===== config.mk =====
export PLATFORM = sky130hd
export DESIGN_NAME = selftest_reg
export DESIGN_NICKNAME = d
export VERILOG_FILES = /design/src/rtl/selftest_pkg.sv /design/src/rtl/selftest_mode_decode.sv /design/src/rtl/selftest_feedback.sv /design/src/rtl/selftest_cell.sv /design/src/rtl/selftest_reg.sv
export SDC_FILE = /design/constraint.sdc
export NUM_CORES = 1
export LEC_CHECK = 0
export ABC_AREA = 1
export BUFFER_PORTS_ARGS = -buffer_cell sky130_fd_sc_hd__buf_2
export CAP_MARGIN = 25
export CORE_AREA = 2 2 39 41
export CTS_BUF_LIST = sky130_fd_sc_hd__clkbuf_8
export DETAILED_ROUTE_END_ITERATION = 6
export DIE_AREA = 0 0 41 43
export SYNTH_ARGS = -nofsm -noshare
export SYNTH_HDL_FRONTEND = slang
export SYNTH_SLANG_ARGS = --single-unit
export TNS_END_PERCENT = 100

===== constraint.sdc =====
create_clock -name clk -period 0.95 [get_ports clk]
set_clock_uncertainty 0.2 [all_clocks]
set_input_delay 0.0475 -clock clk [delete_from_list [all_inputs] [get_ports clk]]
set_output_delay 0.0475 -clock clk [all_outputs]
set_load 0.005 [all_outputs]

===== src/rtl/selftest_pkg.sv =====
// Package: shared mode encoding, stage-control struct and feedback tap table
// for the multifunction self-test register.
// Assumes register widths from 2 to 16. Widths outside that range get an
// empty tap mask.
package selftest_pkg;

    // Two-bit mode code applied on mode_ctl.
    typedef enum logic [1:0] {
        MODE_SCAN  = 2'b00,
        MODE_CLEAR = 2'b01,
        MODE_SIG   = 2'b10,
        MODE_LOAD  = 2'b11
    } mode_e;

    // Decoded one-hot stage control.
    typedef struct packed {
        logic load;
        logic scan;
        logic sig;
        logic clear;
    } mode_sel_t;

    // Set a stage index in the tap mask.
    function automatic logic [31:0] stage_bit(input int idx);
        logic [31:0] m;
        m = '0;
        m[idx] = 1'b1;
        return m;
    endfunction

    // Tap mask of a maximal-length polynomial. Bit k set means stage k feeds
    // the XOR that drives stage 0. A polynomial term x^e maps to stage e-1.
    function automatic logic [31:0] tap_mask(input int width);
        logic [31:0] m;
        case (width)
            2:  m = stage_bit(1)  | stage_bit(0);
            3:  m = stage_bit(2)  | stage_bit(1);
            4:  m = stage_bit(3)  | stage_bit(2);
            5:  m = stage_bit(4)  | stage_bit(2);
            6:  m = stage_bit(5)  | stage_bit(4);
            7:  m = stage_bit(6)  | stage_bit(5);
            8:  m = stage_bit(7)  | stage_bit(5)  | stage_bit(4)  | stage_bit(3);
            9:  m = stage_bit(8)  | stage_bit(4);
            10: m = stage_bit(9)  | stage_bit(6);
            11: m = stage_bit(10) | stage_bit(8);
            12: m = stage_bit(11) | stage_bit(10) | stage_bit(9)  | stage_bit(3);
            13: m = stage_bit(12) | stage_bit(11) | stage_bit(10) | stage_bit(7);
            14: m = stage_bit(13) | stage_bit(12) | stage_bit(11) | stage_bit(1);
            15: m = stage_bit(14) | stage_bit(13);
            16: m = stage_bit(15) | stage_bit(14) | stage_bit(12) | stage_bit(3);
            default: m = '0;
        endcase
        return m;
    endfunction

endpackage


===== src/rtl/selftest_mode_decode.sv =====
// Module: turns the two-bit mode code into one-hot stage controls.
// Assumes mode_ctl is known whenever it is sampled. All four codes are legal.
module selftest_mode_decode
    import selftest_pkg::*;
(
    input  logic [1:0] mode_ctl,
    output mode_sel_t  sel
);

    // Decode the mode code into exactly one active control.
    always_comb begin
        sel = '0;
        case (mode_e'(mode_ctl))
            MODE_LOAD:  sel.load  = 1'b1;
            MODE_SCAN:  sel.scan  = 1'b1;
            MODE_SIG:   sel.sig   = 1'b1;
            MODE_CLEAR: sel.clear = 1'b1;
            default:    sel.clear = 1'b1;
        endcase
    end

endmodule


===== src/rtl/selftest_feedback.sv =====
// Module: XOR of the tap stages that drive stage 0 in self-test mode.
// Assumes TAPS is a maximal-length mask for WIDTH (see selftest_pkg).
module selftest_feedback #(
    parameter int              WIDTH = 4,
    parameter logic [WIDTH-1:0] TAPS = '0
) (
    input  logic [WIDTH-1:0] state,
    output logic             fb
);

    logic [WIDTH-1:0] gated;

    // Mask each stage by its tap bit.
    genvar k;
    generate
        for (k = 0; k < WIDTH; k++) begin : g_gate
            assign gated[k] = state[k] & TAPS[k];
        end
    endgenerate

    // Reduce the gated stages to one feedback bit.
    always_comb fb = ^gated;

endmodule


===== src/rtl/selftest_cell.sv =====
// Module: one stage of the register, a flop with a four-way next-value mux.
// Assumes sel is one-hot. The stage supplies scan_src and sig_src from its
// neighbour, or from scan_in and the feedback bit when it is stage 0.
module selftest_cell
    import selftest_pkg::*;
(
    input  logic      clk,
    input  logic      rst_n,
    input  mode_sel_t sel,
    input  logic      par_bit,
    input  logic      scan_src,
    input  logic      sig_src,
    output logic      q
);

    logic nxt;

    // Select the next value of this stage from the active mode.
    always_comb begin
        nxt = 1'b0;
        if (sel.load)      nxt = par_bit;
        else if (sel.scan) nxt = scan_src;
        else if (sel.sig)  nxt = par_bit ^ sig_src;
        else               nxt = 1'b0;
    end

    // Update the stage on the clock edge, with synchronous reset.
    always_ff @(posedge clk) begin
        if (!rst_n) q <= 1'b0;
        else        q <= nxt;
    end

endmodule


===== src/rtl/selftest_reg.sv =====
// Module: multifunction self-test register (top).
// Four modes are available: parallel capture, serial scan, signature or
// pattern generation, and synchronous clear. Stage WIDTH-1 drives scan_out.
// Assumes WIDTH is between 2 and 16 so that a maximal tap mask exists.
module selftest_reg
    import selftest_pkg::*;
#(
    parameter int WIDTH = 4
) (
    input  logic             clk,
    input  logic             rst_n,
    input  logic [1:0]       mode_ctl,
    input  logic [WIDTH-1:0] par_in,
    input  logic             scan_in,
    output logic [WIDTH-1:0] par_out,
    output logic             scan_out
);

    localparam logic [31:0]      FULL_MASK = tap_mask(WIDTH);
    localparam logic [WIDTH-1:0] TAP_MASK  = FULL_MASK[WIDTH-1:0];

    mode_sel_t        sel;
    logic             fb;
    logic [WIDTH-1:0] stage_q;
    logic [WIDTH-1:0] scan_src;
    logic [WIDTH-1:0] sig_src;

    selftest_mode_decode u_decode (
        .mode_ctl (mode_ctl),
        .sel      (sel)
    );

    selftest_feedback #(
        .WIDTH (WIDTH),
        .TAPS  (TAP_MASK)
    ) u_feedback (
        .state (stage_q),
        .fb    (fb)
    );

    // Chain sources: stage 0 takes the external inputs, the others their neighbour.
    genvar i;
    generate
        for (i = 0; i < WIDTH; i++) begin : g_stage
            if (i == 0) begin : g_head
                assign scan_src[i] = scan_in;
                assign sig_src[i]  = fb;
            end else begin : g_body
                assign scan_src[i] = stage_q[i-1];
                assign sig_src[i]  = stage_q[i-1];
            end

            selftest_cell u_cell (
                .clk      (clk),
                .rst_n    (rst_n),
                .sel      (sel),
                .par_bit  (par_in[i]),
                .scan_src (scan_src[i]),
                .sig_src  (sig_src[i]),
                .q        (stage_q[i])
            );
        end
    endgenerate

    // Drive the outputs from the stage flops.
    assign par_out  = stage_q;
    assign scan_out = stage_q[WIDTH-1];

endmodule


=== Yosys cells after proc, flatten, opt, wreduce, memory -nomap -nowiden ===
Index checks and enable logic that the tools add are counted.

* Register bits after elaboration: 4
* Bits in latches: 0
* Bits in writable memories: 0
* Bits in read-only memories: 0
* Input port bits: 9
* Output and inout bits: 5
* Word-level logic and storage cells: 27
* Memories kept: 0

* $add $sub $neg: 0
* Multipliers: 0
* Div/mod/pow operators: 0
* $lt $le $gt $ge: 0
* Equality and inequality tests: 2
* Shifts and indexed selects: 0
* Multiplexer cells: 15
* Bitwise operators: 4
* Reductions and logical operators: 2

{| class="wikitable"
|+ Operators by type and width
! operator !! number
|-
| $mux 1 || 15
|-
| $eq 2x2->1 const B || 2
|-
| $reduce_xor 4->1 || 1
|-
| $xor 1x1->1 || 4
|-
| $logic_not 2->1 || 1
|}

=== Depth between registers and ports, before layout ===
* Depth in word-level cells: 5
* Gate-level depth with buffers: 8
* Mapped depth without buffers: 8

=== Modules after synthesis ===
From an unflattened synthesis, not the netlist that was laid out.

* Cells, all modules: 61
* Area, all modules: 387.9 um^2

{| class="wikitable"
|+ Modules (own cells, without submodules)
! module !! times used !! cells each !! area an instance (um^2) !! seq. area each (um^2)
|-
| selftest_cell || 4 || 12 || 83.8 || 20.0
|-
| selftest_mode_decode || 1 || 7 || 26.3 || 0.0
|-
| selftest_feedback || 1 || 5 || 18.8 || 0.0
|-
| selftest_reg || 1 || 1 || 7.5 || 0.0
|}

=== Least setup slack after synthesis ===
No wires, ideal clock.

* Path type: register -> register
* From: reg g_stage[3].u_cell.q
* To: reg g_stage[0].u_cell.q
* Library setup time: 109 ps
* Data arrival time: 737 ps
* Data required time: 641 ps
* Path slack: -95 ps
* Cell stages (with the launch flop): 8
* Buffers on the path: 0
* Period minus slack after synthesis: 1045 ps
* Cell sequence: dfxtp_1 -> inv_1 -> nand2_2 -> nand3_1 -> nand3_1 -> nand3_1 -> nand2_1 -> inv_1

* Word-level cells in the longest chain between the ends: 5

{| class="wikitable"
|+ Ends and longest elaborated chain
! item !! RTL line !! RTL
|-
| start: declaration || selftest_cell.sv:13 || <nowiki>output logic q</nowiki>
|-
| start signal: assignment || selftest_cell.sv:30 || <nowiki>else q <= nxt;</nowiki>
|-
| $reduce_xor 4->1 || selftest_feedback.sv:22 || <nowiki>always_comb fb = ^gated;</nowiki>
|-
| $xor 1x1->1 || selftest_cell.sv:23 || <nowiki>else if (sel.sig) nxt = par_bit ^ sig_src;</nowiki>
|-
| $mux 1 || selftest_cell.sv:23 ||
|-
| $mux 1 || selftest_cell.sv:22 || <nowiki>else if (sel.scan) nxt = scan_src;</nowiki>
|-
| $mux 1 || selftest_cell.sv:21 || <nowiki>if (sel.load) nxt = par_bit;</nowiki>
|-
| end signal: assignment || selftest_cell.sv:30 ||
|-
| end: declaration || selftest_cell.sv:13 ||
|}

Every way passes these cells.
A chain may end at the register's enable or synchronous reset.

=== Worst setup path in the final report ===
Ends and elaborated chain as after synthesis.

==> impl_metrics.tcl <==
set metrics [dict create \
    die_x_um 41 \
    cpMostUsedCell "nand2_1" \
    io_pins 14 \
    required_ps 850 \
    cellLeakagePower_nw 0.1943 \
    nets 62 \
    routed_via_density 3.910 \
    crit_fanout 3 \
    yosysUniqueCellTypes 11 \
    top_regs "g_stage.u_cell.q: 4 flops" \
    largest_reg_flops 4 \
    core-area_um2 1384 \
    cp_num_buf_inv 1 \
    worstHoldStart "rst_n" \
    slew_headroom_pct 87.01 \
    syn_to_final_growth_pct 54.17 \
    seq_area_um2 82.58 \
    startpoint "g_stage[3].u_cell.q" \
    ys_warn_count 0 \
    setup_ws_ps -129.9 \
    seq_area_frac_synth_pct 33.33 \
    crit_chain "nand2_1 > nand2_1 > nand2_1 > nand3_1 > nand3_1 > nand2_1 > inv_1" \
    vdd_drop_max_mv 0.9938 \
    dpl.hpwl_um 473 \
    path_clk_slew_ps 30 \
    violations "hold timing, setup timing" \
    dp_slack_ps -123.1 \
    syn_avg_cell_area_um2 6.493 \
    r2r-end "g_stage[0].u_cell.q" \
    die-area_um2 1763 \
    n_antenna_cell 0 \
    syn_area_um2 240.2 \
    synth_nets 46 \
    report.final.slew_viol_count 0 \
    wirelength_um 576 \
    rrSetupSlack_ps -130 \
    hold_viol_final 4 \
    top_register "g_stage.u_cell.q" \
    r2r-start "g_stage[3].u_cell.q" \
    hp-class "input port to flip-flop" \
    max_stage_delay_ps 340 \
    crit_cells 7 \
    post_drt_wl_per_cell_um 8.597 \
    row_count 14 \
    crit_end "g_stage[0].u_cell.q" \
    first_pass_iters 2 \
    grt_pass1_wl_um 869 \
    gr-total-overflow 0 \
    syn_inst 37 \
    grt_util_all_layers_pct 7.530 \
    multiInputGateArea_um2 107.6 \
    cts_max_path_buffers 2 \
    drv_cap 0 \
    fill_cells 161 \
    status "finished, violations left" \
    cp-end-kind "flip-flop" \
    num_vias 262 \
    crit_family "simple AND/OR/NAND/NOR gates" \
    fmax_ghz 0.9261 \
    cts_buffers 3 \
    cts_sinks 4 \
    min_period_ps 1080 \
    antenna_found_initial 0 \
    rsz0062_at_grt "yes" \
    htreeDepth 1 \
    start_util_pct 17.36 \
    cts_root_buf "clkbuf_8" \
    r2r_cells 7 \
    gp_congestion 0.7674 \
    slowest_stage "dfxtp_2" \
    cp.arrival_ps 980 \
    tritoncts "built" \
    drive_gt1_share_pct 47.06 \
    worst_pin_slew_ps 193.2 \
    drt-initial-drc-count 6 \
    clk_latency_ps 210 \
    setup_viol 4 \
    ant_nets 0 \
    powerDensity_nw_per_um2 1681 \
    synth_seq_cells 4 \
    period_share_pct 113.7 \
    whs_ps -118.7 \
    grt_max_degree 6 \
    die_h_um 43 \
    power_w 0.0006224 \
    portBuffers 13 \
    post-route-util_pct 26.76 \
    worstSetupPathType "flip-flop to flip-flop" \
    grt_pass1_vias 236 \
    crit_path_start_kind "flip-flop" \
    drc 0 \
]
## how the worst min path moves through the flow
stage,endpoint,slack [ps],depth (start not counted)
floorplan,g_stage[0].u_cell.q,-50,2
global placement,g_stage[0].u_cell.q,90,3
detailed placement,g_stage[0].u_cell.q,100,3
CTS,g_stage[0].u_cell.q,-120,3
global route,g_stage[2].u_cell.q,-100,3
finish,g_stage[0].u_cell.q,-120,3
## cells in the final DEF (no fill, tap or decap), types with 2 or more instances in the layout
master	synthesis	final
buf_2	0	11
nand2_1	10	10
nand3_1	5	5
inv_1	5	4
a21oi_1	3	3
clkbuf_8	0	3
buf_6	0	3
o21ai_0	2	2
inv_2	1	2
dfxtp_1	4	2
dfxtp_2	0	2
## kinds of logic (layout without fill, tap and decap cells)
group                  count (synthesis)  count (layout)  share of synthesized area [%]
AND/OR/NAND/NOR                       17              17                          31.25
AO/OA/AOI/OAI                          6               6                          13.54
buffers and inverters                 10              24                          21.87
flip-flops                             4               4                          33.33
## metrics by stage
stage / instances / setup TNS, ps / area, um2
after floorplan: 37 / -49.07 / 242.7
after global placement: 63 / -99.94 / 305.3
after detailed placement: 63 / -155.7 / 305.3
after CTS: 66 / -256.7 / 362.8
after global routing: 67 / -439.0 / 370.4
final: 67 / -225.6 / 370.4
## metal layers
metal	wire, um	global-route usage (%)
met2	261	11.25
met5	0	0
met3	50	6.806
met4	0	0
met1	263	8.360
## cells in the mapped netlist (all sizes together)
library cell  number  area [um2]
buf                4       30.03
dfxtp              4       80.08
nor2               1       6.260
nand3              5       25.02
inv                6       22.52
a21oi              3       15.01
o31ai              1       7.510
nand2             11       43.80
o21ai              2       10.01
## cell type report
cell class | count | share of cell area [%]
clock buffer | 3 | 11.15
sequential | 4 | 22.30
multi-input combinational | 23 | 29.05
inverter | 6 | 6.081
tap | 16 | 5.405
timing repair buffer | 15 | 26.01
## worst min-delay path, delay by kind of cell
| kind | cells | cell delay (ps) |
|---|---|---|
| buffers and inverters | 2 | 160 |
| and+or+nand+nor | 1 | 50 |
## timing repair
| action | 4_1_cts | 5_1_grt |
|---|---|---|
| pin swaps | 1 | 0 |
| resized for setup | 3 | 0 |
| hold endpoints to repair | 4 | 4 |
| setup buffers | 0 | 1 |
| setup endpoints to repair | 4 | 6 |
## power by group
part / internal (W) / leakage [nW] / total [W] / switching [W]
clock: 0.000269 / 0.0216 / 0.000342 / 0.0000733
combinational: 0.0000479 / 0.139 / 0.0000919 / 0.0000440
sequential: 0.000181 / 0.0337 / 0.000188 / 0.00000759
No activity file was read; power rests on OpenSTA's default activity.
